--- config.mk ---
export PLATFORM = sky130hd
export DESIGN_NAME = rtc_calref_out
export DESIGN_NICKNAME = d
export VERILOG_FILES = /design/src/rtl/rtc_calref_pkg.sv /design/src/rtl/rtc_calref_async_div.sv /design/src/rtl/rtc_calref_sync_div.sv /design/src/rtl/rtc_calref_lp_div.sv /design/src/rtl/rtc_calref_gate.sv /design/src/rtl/rtc_calref_out.sv
export SDC_FILE = /design/constraint.sdc
export NUM_CORES = 1
export LEC_CHECK = 0
export ABC_AREA = 1
export BUFFER_PORTS_ARGS = -buffer_cell sky130_fd_sc_hd__buf_2
export CORE_MARGIN = 5
export CORE_UTILIZATION = 52
export DETAILED_ROUTE_END_ITERATION = 8
export MAX_ROUTING_LAYER = met4
export PLACE_DENSITY = 0.73
export SLEW_MARGIN = 20
export SYNTH_ARGS = -nofsm -noshare
export SYNTH_HDL_FRONTEND = slang
export SYNTH_HIERARCHICAL = 1
export SYNTH_SLANG_ARGS = --single-unit
--- constraint.sdc ---
create_clock -name clk -period 1.8 [get_ports clk]
set_input_delay 0.27 -clock clk [delete_from_list [all_inputs] [get_ports clk]]
set_output_delay 0.27 -clock clk [all_outputs]
set_load 0.01 [all_outputs]
--- src/rtl/rtc_calref_pkg.sv ---
package rtc_calref_pkg;

   // Which tap feeds the output register
   typedef enum logic [1:0] {
      CALSRC_OFF   = 2'd0,
      CALSRC_ASYNC = 2'd1,
      CALSRC_LP    = 2'd2,
      CALSRC_SYNC  = 2'd3
   } calsrc_e;

   // Source choice: enable first, then the stage selector, then the mode bit
   function automatic calsrc_e pick_src(
      input logic en,
      input logic sel,
      input logic lp,
      input logic async_ok,
      input logic sync_ok
   );
      calsrc_e s;
      if (!en)          s = CALSRC_OFF;
      else if (sel)     s = sync_ok ? CALSRC_SYNC : CALSRC_OFF;
      else if (lp)      s = CALSRC_LP;
      else if (async_ok) s = CALSRC_ASYNC;
      else              s = CALSRC_OFF;
      return s;
   endfunction

endpackage

--- src/rtl/rtc_calref_async_div.sv ---
// First prescaler stage: free-running down-counter with reload at zero.
module rtc_calref_async_div #(
   parameter int unsigned W   = 7,
   parameter int unsigned TAP = 5
) (
   input  logic         clk,
   input  logic         rst_n,
   input  logic [W-1:0] reload,
   output logic [W-1:0] cnt,
   output logic         zero,
   output logic         tap
);

   logic [W-1:0] cnt_q;
   logic [W-1:0] cnt_d;

   assign zero = (cnt_q == '0);

   always_comb begin
      if (zero) cnt_d = reload;
      else      cnt_d = cnt_q - 1'b1;
   end

   always_ff @(posedge clk or negedge rst_n) begin
      if (!rst_n) cnt_q <= '0;
      else        cnt_q <= cnt_d;
   end

   assign cnt = cnt_q;
   assign tap = cnt_q[TAP];

endmodule

--- src/rtl/rtc_calref_sync_div.sv ---
// Second prescaler stage: steps only on the first stage's terminal count.
module rtc_calref_sync_div #(
   parameter int unsigned W   = 15,
   parameter int unsigned TAP = 7
) (
   input  logic         clk,
   input  logic         rst_n,
   input  logic         step,
   input  logic [W-1:0] reload,
   output logic [W-1:0] cnt,
   output logic         tap
);

   logic [W-1:0] cnt_q;
   logic [W-1:0] cnt_d;
   logic         at_zero;

   assign at_zero = (cnt_q == '0);

   always_comb begin
      cnt_d = cnt_q;
      if (step) begin
         if (at_zero) cnt_d = reload;
         else         cnt_d = cnt_q - 1'b1;
      end
   end

   always_ff @(posedge clk or negedge rst_n) begin
      if (!rst_n) cnt_q <= '0;
      else        cnt_q <= cnt_d;
   end

   assign cnt = cnt_q;
   assign tap = cnt_q[TAP];

endmodule

--- src/rtl/rtc_calref_lp_div.sv ---
// Low-power calibration path: free-running power-of-two divider whose
// MSB toggles every 2**TAP cycles, independent of any reload value.
module rtc_calref_lp_div #(
   parameter int unsigned TAP = 5
) (
   input  logic clk,
   input  logic rst_n,
   output logic tap
);

   localparam int unsigned LW = TAP + 1;

   logic [LW-1:0] cnt_q;

   always_ff @(posedge clk or negedge rst_n) begin
      if (!rst_n) cnt_q <= '0;
      else        cnt_q <= cnt_q + 1'b1;
   end

   assign tap = cnt_q[LW-1];

endmodule

--- src/rtl/rtc_calref_gate.sv ---
// Validity decode, source selection and glitch-free output register.
module rtc_calref_gate
   import rtc_calref_pkg::*;
#(
   parameter int unsigned AW        = 7,
   parameter int unsigned SW        = 15,
   parameter int unsigned SYNC_TAP  = 7,
   parameter int unsigned ASYNC_MIN = 32
) (
   input  logic          clk,
   input  logic          rst_n,
   input  logic          out_en,
   input  logic          sel_sync,
   input  logic          lp_cal,
   input  logic [AW-1:0] async_reload,
   input  logic [SW-1:0] sync_reload,
   input  logic          async_tap,
   input  logic          lp_tap,
   input  logic          sync_tap,
   output logic          cal_clk
);

   localparam int unsigned MW = SYNC_TAP + 1;

   logic    async_ok;
   logic    sync_ok;
   calsrc_e src;
   logic    nxt;

   // First-stage availability: a zero threshold means always available
   generate
      if (ASYNC_MIN == 0) begin : g_async_always
         assign async_ok = 1'b1;
      end else begin : g_async_thresh
         localparam logic [AW-1:0] MIN_V = AW'(ASYNC_MIN);
         assign async_ok = (async_reload >= MIN_V);
      end
   endgenerate

   // Second stage is regular only when (reload+1) is a multiple of 2**MW
   generate
      if (MW == SW) begin : g_sync_full
         assign sync_ok = &sync_reload;
      end else begin : g_sync_low
         logic [SW-MW-1:0] hi_unused;
         assign hi_unused = sync_reload[SW-1:MW];
         assign sync_ok   = &sync_reload[MW-1:0];
      end
   endgenerate

   assign src = pick_src(out_en, sel_sync, lp_cal, async_ok, sync_ok);

   always_comb begin
      unique case (src)
         CALSRC_ASYNC: nxt = async_tap;
         CALSRC_LP:    nxt = lp_tap;
         CALSRC_SYNC:  nxt = sync_tap;
         default:      nxt = 1'b0;
      endcase
   end

   always_ff @(posedge clk or negedge rst_n) begin
      if (!rst_n) cal_clk <= 1'b0;
      else        cal_clk <= nxt;
   end

endmodule

--- src/rtl/rtc_calref_out.sv ---
module rtc_calref_out #(
   parameter int unsigned ASYNC_W   = 7,
   parameter int unsigned SYNC_W    = 15,
   parameter int unsigned ASYNC_TAP = 5,
   parameter int unsigned SYNC_TAP  = 7,
   parameter int unsigned ASYNC_MIN = 32
) (
   input  logic               clk,
   input  logic               rst_n,
   input  logic               out_en,
   input  logic               sel_sync,
   input  logic               lp_cal,
   input  logic [ASYNC_W-1:0] async_reload,
   input  logic [SYNC_W-1:0]  sync_reload,
   output logic               cal_clk
);

   localparam int unsigned ASYNC_SPAN = 1 << ASYNC_W;

   generate
      if (ASYNC_TAP >= ASYNC_W) begin : g_bad_atap
         $error("ASYNC_TAP must lie inside the first stage");
      end
      if (SYNC_TAP >= SYNC_W) begin : g_bad_stap
         $error("SYNC_TAP must lie inside the second stage");
      end
      if (ASYNC_MIN >= ASYNC_SPAN) begin : g_bad_min
         $error("ASYNC_MIN exceeds the first-stage range");
      end
   endgenerate

   logic [ASYNC_W-1:0] a_cnt;
   logic [SYNC_W-1:0]  s_cnt;
   logic               a_zero;
   logic               a_tap;
   logic               s_tap;
   logic               lp_tap;

   rtc_calref_async_div #(.W(ASYNC_W), .TAP(ASYNC_TAP)) u_adiv (
      .clk    (clk),
      .rst_n  (rst_n),
      .reload (async_reload),
      .cnt    (a_cnt),
      .zero   (a_zero),
      .tap    (a_tap)
   );

   rtc_calref_sync_div #(.W(SYNC_W), .TAP(SYNC_TAP)) u_sdiv (
      .clk    (clk),
      .rst_n  (rst_n),
      .step   (a_zero),
      .reload (sync_reload),
      .cnt    (s_cnt),
      .tap    (s_tap)
   );

   rtc_calref_lp_div #(.TAP(ASYNC_TAP)) u_lpdiv (
      .clk   (clk),
      .rst_n (rst_n),
      .tap   (lp_tap)
   );

   rtc_calref_gate #(
      .AW        (ASYNC_W),
      .SW        (SYNC_W),
      .SYNC_TAP  (SYNC_TAP),
      .ASYNC_MIN (ASYNC_MIN)
   ) u_gate (
      .clk          (clk),
      .rst_n        (rst_n),
      .out_en       (out_en),
      .sel_sync     (sel_sync),
      .lp_cal       (lp_cal),
      .async_reload (async_reload),
      .sync_reload  (sync_reload),
      .async_tap    (a_tap),
      .lp_tap       (lp_tap),
      .sync_tap     (s_tap),
      .cal_clk      (cal_clk)
   );

endmodule

==> run metrics, run 1 <==
max frequency=633.4 MHz; Placeable Area=3971 µm²; clk_lat worst skew=0.29 ns; worst hold path type=in -> async; Critical Path Source Type=flop; Worst Path Required=1.98 ns; initial antenna violation count=0; Post-Route Setup TNS=0 ns; Residual DRC=0; design area=2420 µm²; Synth Cell Area=2110 µm²; Num CTS Buffers=5; dpl cell area=2303 µm²; Die Y=73.69 µm; VDD IR max=0.3824 mV; vias per inst=4.916; final critical-path share of the clock period=87.71%; CTS Hold Buffers Added=0; Max clock buf depth=2; Synth Net Count=339; synth warn=6; Rows=23; post-CTS setup buffer count=0; grt ovf=0; gr usage total=20.70%; share of cells above drive strength 1=20.18%; Max Cap Viol=0; Vias=1927; Mean Syn Cell Area=6.871 µm²; H-tree depth=2; R2R depth=11; CP Capture Type=flop; Final ANT Viol Nets=0; first-pass GRT wire length=8355 µm; critical path arrival=1.76 ns; critical path fanouts, max=9; skew final=0.003939 ns; pwr dens=586.6 nW/µm²; most frequent cells in the layout=nand2_1 (105), inv_1 (46), nand3_1 (40); Post-CTS Resized=0; die area=5430 µm²; die width=73.69 µm; Routed WL=4643 µm; post-route setup slack=0.2212 ns; Place WS=0.2218 ns; Worst-path clk slew=0.07 ns; Reg2Reg Setup Slack=0.22 ns; total I/O pin count=28; largest net degree at the start of global routing=30; P_leak=1.293 nW; commonest non-fill, non-tap cell in the layout=nand2_1; fin crit period=1.579 ns; Slew Viols, Final=0; Starting DRT DRC Count=106; ANT cells=0; worst reg2reg endpoint=u_sdiv/cnt[7]$_DFFE_PN0P_; Worst Tran Pin Value=0.6434 ns; GP Congestion=0.8953; Worst Setup Path Type=reg -> reg; RSZ-0062 raised after global routing=no; Avg WL per Cell=11.84 µm; status=completed; Fin. Hold Viols=0; vias in the first global route=1909; I/O Buffers=27; worst r2r src=u_sdiv/cnt[0]$_DFFE_PN0P_; Area Overhead vs Synth=14.71%; Detailed Place HPWL=3482 µm; Initial Util=53.12%; cell count after synthesis=307; drt pass-1 iters=4; CTS tree=yes; Worst slew margin=57.11%; CTS root buffer=clkbuf_8; final setup fails=0; clk sinks=29; # nets final=373
worst max-delay path, cell delays in order (launching register included):
cell and delay, ns:
dfrtp_1 0.37, inv_1 0.12, ha_1 0.19, inv_1 0.04, nor2_1 0.08, nand3_1 0.16, nor2_8 0.20, nand2_2 0.10
nand2_1 0.07, nand2_1 0.05, nand2_1 0.05, nand2_1 0.04
power breakdown:
| part | switching (mW) | total [mW] | internal (mW) | leakage [nW] |
|---|---|---|---|---|
| combinational | 0.0319 | 0.0573 | 0.0254 | 0.942 |
| sequential | 0.000139 | 0.653 | 0.653 | 0.292 |
| clock | 0.259 | 0.709 | 0.451 | 0.0585 |
stage by stage:
step | instances | hold slack (ns) | util, % | total power [mW]
after floorplan | 307 | -0.02559 | - | 0.6768
after global placement | 384 | 0.3450 | 58.00 | 0.7243
after detailed placement | 384 | 0.3468 | 58.00 | 0.7242
after CTS | 392 | 0.03932 | 60.93 | 1.434
after global routing | 392 | 0.07438 | 60.93 | 1.475
final | 392 | 0.006762 | 60.93 | 1.420
state kept, by name, indices dropped and copies added (netlist names):
signal	flops
u_sdiv/cnt	15
u_lpdiv/cnt_q	6
u_adiv/cnt	7
u_gate/cal_clk	1
per-layer routing:
layer	track usage, %	vias up	share of wire (%)
met5	-	-	0
met4	8.652	0	2.4
met3	4.241	9	3.5
met2	32.78	28	47
met1	25.60	873	47
li1	-	1017	-
how the worst max path moves through the flow:
stage / endpoint / start / slack (ns) / cells past startpoint
final: u_sdiv/cnt[7]$_DFFE_PN0P_ / u_sdiv/cnt[0]$_DFFE_PN0P_ / 0.22 / 11
after global routing: u_sdiv/cnt[9]$_DFFE_PN0P_ / u_sdiv/cnt[0]$_DFFE_PN0P_ / 0.03 / 11
after CTS: u_sdiv/cnt[7]$_DFFE_PN0P_ / u_sdiv/cnt[0]$_DFFE_PN0P_ / 0.22 / 11
after detailed placement: u_sdiv/cnt[7]$_DFFE_PN0P_ / u_sdiv/cnt[0]$_DFFE_PN0P_ / 0.22 / 11
after global placement: u_sdiv/cnt[10]$_DFFE_PN0P_ / u_sdiv/cnt[0]$_DFFE_PN0P_ / 0.24 / 11
after floorplan: u_sdiv/cnt[7]$_DFFE_PN0P_ / u_adiv/cnt[0]$_DFF_PN0_ / 0.15 / 11
area by class of cell:
class,instances,area [µm²]
Timing Repair Buffer,31,165.2
Fill cell,376,1551
Inverter,48,182.7
Sequential cell,29,725.7
Clock buffer,7,86.33
Clock inverter,1,30.03
Tap cell,50,62.56
Multi-Input combinational cell,226,1167
No activity file was read; power rests on OpenSTA's default activity.
==> inputs of run 2 (changes only) <==
--- a/config.mk
+++ b/config.mk
@@ -7,7 +7,7 @@
 export LEC_CHECK = 0
 export ABC_AREA = 1
 export BUFFER_PORTS_ARGS = -buffer_cell sky130_fd_sc_hd__buf_2
-export CORE_MARGIN = 5
+export CORE_MARGIN = 4
 export CORE_UTILIZATION = 52
 export DETAILED_ROUTE_END_ITERATION = 8
 export MAX_ROUTING_LAYER = met4
==> constraint.sdc (replaced) <==
create_clock -name clk -period 1.7 [get_ports clk]
set_input_delay 0.255 -clock clk [delete_from_list [all_inputs] [get_ports clk]]
set_output_delay 0.255 -clock clk [all_outputs]
set_load 0.01 [all_outputs]
==> run metrics, run 2 (synthesized netlist as in run 1, its figures left out) <==
status=finished with violations; violated checks=negative hold slack; pwr dens=580.2 nW/µm²; worst hold path type=in -> async; total I/O pin count=28; Worst slew margin=56.24%; worst r2r src=u_adiv/cnt[1]$_DFF_PN0_; most frequent cells in the layout=nand2_1 (105), inv_1 (43), nand3_1 (39); Fin. Hold Viols=19; vias in the first global route=1784; Critical Path Source Type=flop; Placeable Area=3799 µm²; Max clock buf depth=2; clock power share=47.9%; Initial Util=55.53%; die width=71.69 µm; VDD IR max=0.4595 mV; Starting DRT DRC Count=120; ANT cells=0; # nets final=379; GP Congestion=0.8936; clk sinks=29; Placed Cells incl. Taps=382; Routed WL=4733 µm; Worst Path Required=1.88 ns; Switching Share=20.94%; sequential fraction of design power=47.8%; switching power=302.9 µW; I/O Buffers=27; Rows=22; die area=5139 µm²; vias per inst=5.038; Slew Viols, Final=0; Num CTS Buffers=5; fin crit period=1.571 ns; first-pass GRT wire length=8121 µm; critical path arrival=1.75 ns; critical-path cell list=inv_1, ha_1, inv_1, nor2_2, nand3_4, inv_8, clkinvlp_4, buf_12, nand2_1, nand2_1; overall power=1.446 mW; CP Capture Type=flop; Buf/Inv on CP=5; Worst Hold Slack=-0.004998 ns; clk_lat worst skew=0.28 ns; worst reg2reg endpoint=u_sdiv/cnt[5]$_DFFE_PN0P_; design area=2492 µm²; Worst path max stage delay=0.37 ns; Vias=1990; Post-Route Setup TNS=0 ns; largest net degree at the start of global routing=30; CTS root buffer=clkbuf_8; Worst path slowest cell=dfrtp_1; grt ovf=0; fin util=65.61%; Pint=1.143 mW; Detailed Place HPWL=3406 µm; H-tree depth=2; Avg WL per Cell=11.98 µm; Residual DRC=0; RSZ-0062 raised after global routing=no; max frequency=636.4 MHz; Worst Setup Path Type=reg -> reg; Worst-path clk slew=0.06 ns; fill count=329; commonest non-fill, non-tap cell in the layout=nand2_1; max reg flops=15; Reg2Reg Setup Slack=0.13 ns; Worst path top cell family by delay=buffers and inverters; P_leak=1.317 nW; final setup fails=0; Logic pwr share=4.3%; Die Y=71.69 µm; Worst Tran Pin Value=0.6565 ns; Final ANT Viol Nets=0; gr usage total=20.48%; Area Overhead vs Synth=18.15%; skew final=0.004605 ns; non-filler instance count after layout=395; R2R depth=10; critical path fanouts, max=7; initial antenna violation count=0; CTS tree=yes; share of cells above drive strength 1=22.77%; drt pass-1 iters=4; dpl cell area=2301 µm²; Max Cap Viol=0; final critical-path share of the clock period=92.43%
[run 2: per-stage QoR]
stage	setup slack (ns)	hold WS, ns
floorplan	0.04593	-0.04059
global placement	0.1513	0.3265
detailed placement	0.1136	0.3283
CTS	0.08143	0.02274
global route	0.01265	0.05231
finish	0.1287	-0.004998
[run 2: worst max-delay path by stage]
stage                                    from                          to  slack (ns)  cells past startpoint
finish                u_adiv/cnt[1]$_DFF_PN0_   u_sdiv/cnt[5]$_DFFE_PN0P_        0.13                     10
global placement    u_sdiv/cnt[0]$_DFFE_PN0P_  u_sdiv/cnt[14]$_DFFE_PN0P_        0.15                     11
global route        u_sdiv/cnt[1]$_DFFE_PN0P_  u_sdiv/cnt[12]$_DFFE_PN0P_        0.01                     11
floorplan             u_adiv/cnt[0]$_DFF_PN0_   u_sdiv/cnt[7]$_DFFE_PN0P_        0.05                     11
CTS                   u_adiv/cnt[1]$_DFF_PN0_   u_sdiv/cnt[1]$_DFFE_PN0P_        0.08                      9
detailed placement    u_adiv/cnt[1]$_DFF_PN0_   u_sdiv/cnt[1]$_DFFE_PN0P_        0.11                      9
[run 2: power by group through the flow]
stage | Clock (mW) | Combinational, mW | Sequential [mW]
after floorplan | 0 | 0.0118 | 0.705
after global placement | 0 | 0.0625 | 0.704
after detailed placement | 0 | 0.0634 | 0.704
after CTS | 0.703 | 0.0637 | 0.691
after global routing | 0.728 | 0.0716 | 0.691
final | 0.693 | 0.0616 | 0.691
[run 2: timing repair]
item	CTS	global route
setup buffers	0	5
hold buffers	0	0
gates resized for setup	0	6
setup endpoints to repair	0	6
[run 2: worst register-to-register path: stages (launching register included)]
cell	delay (ns)
dfrtp_1	0.37
inv_1	0.09
ha_1	0.15
inv_1	0.04
nor2_2	0.11
nand3_4	0.13
inv_8	0.10
clkinvlp_4	0.18
buf_12	0.19
nand2_1	0.05
nand2_1	0.06
[run 2: routing by layer]
layer | GRT usage (%) | vias up | share of wire [%]
met2 | 31.73 | 41 | 47
met5 | - | - | 0
met3 | 3.787 | 4 | 5.1
met4 | 7.098 | 0 | 1.3
met1 | 26.83 | 910 | 46
li1 | - | 1035 | -
[run 2: area by class of cell]
type	instances	area [µm²]	area share, %
sequential	29	725.7	29.12
clock inverter	2	35.03	1.406
timing repair buffer	36	227.7	9.137
tap	48	60.06	2.410
clock buffer	5	68.82	2.761
inverter	48	191.4	7.681
multi-input combinational	227	1184	47.49
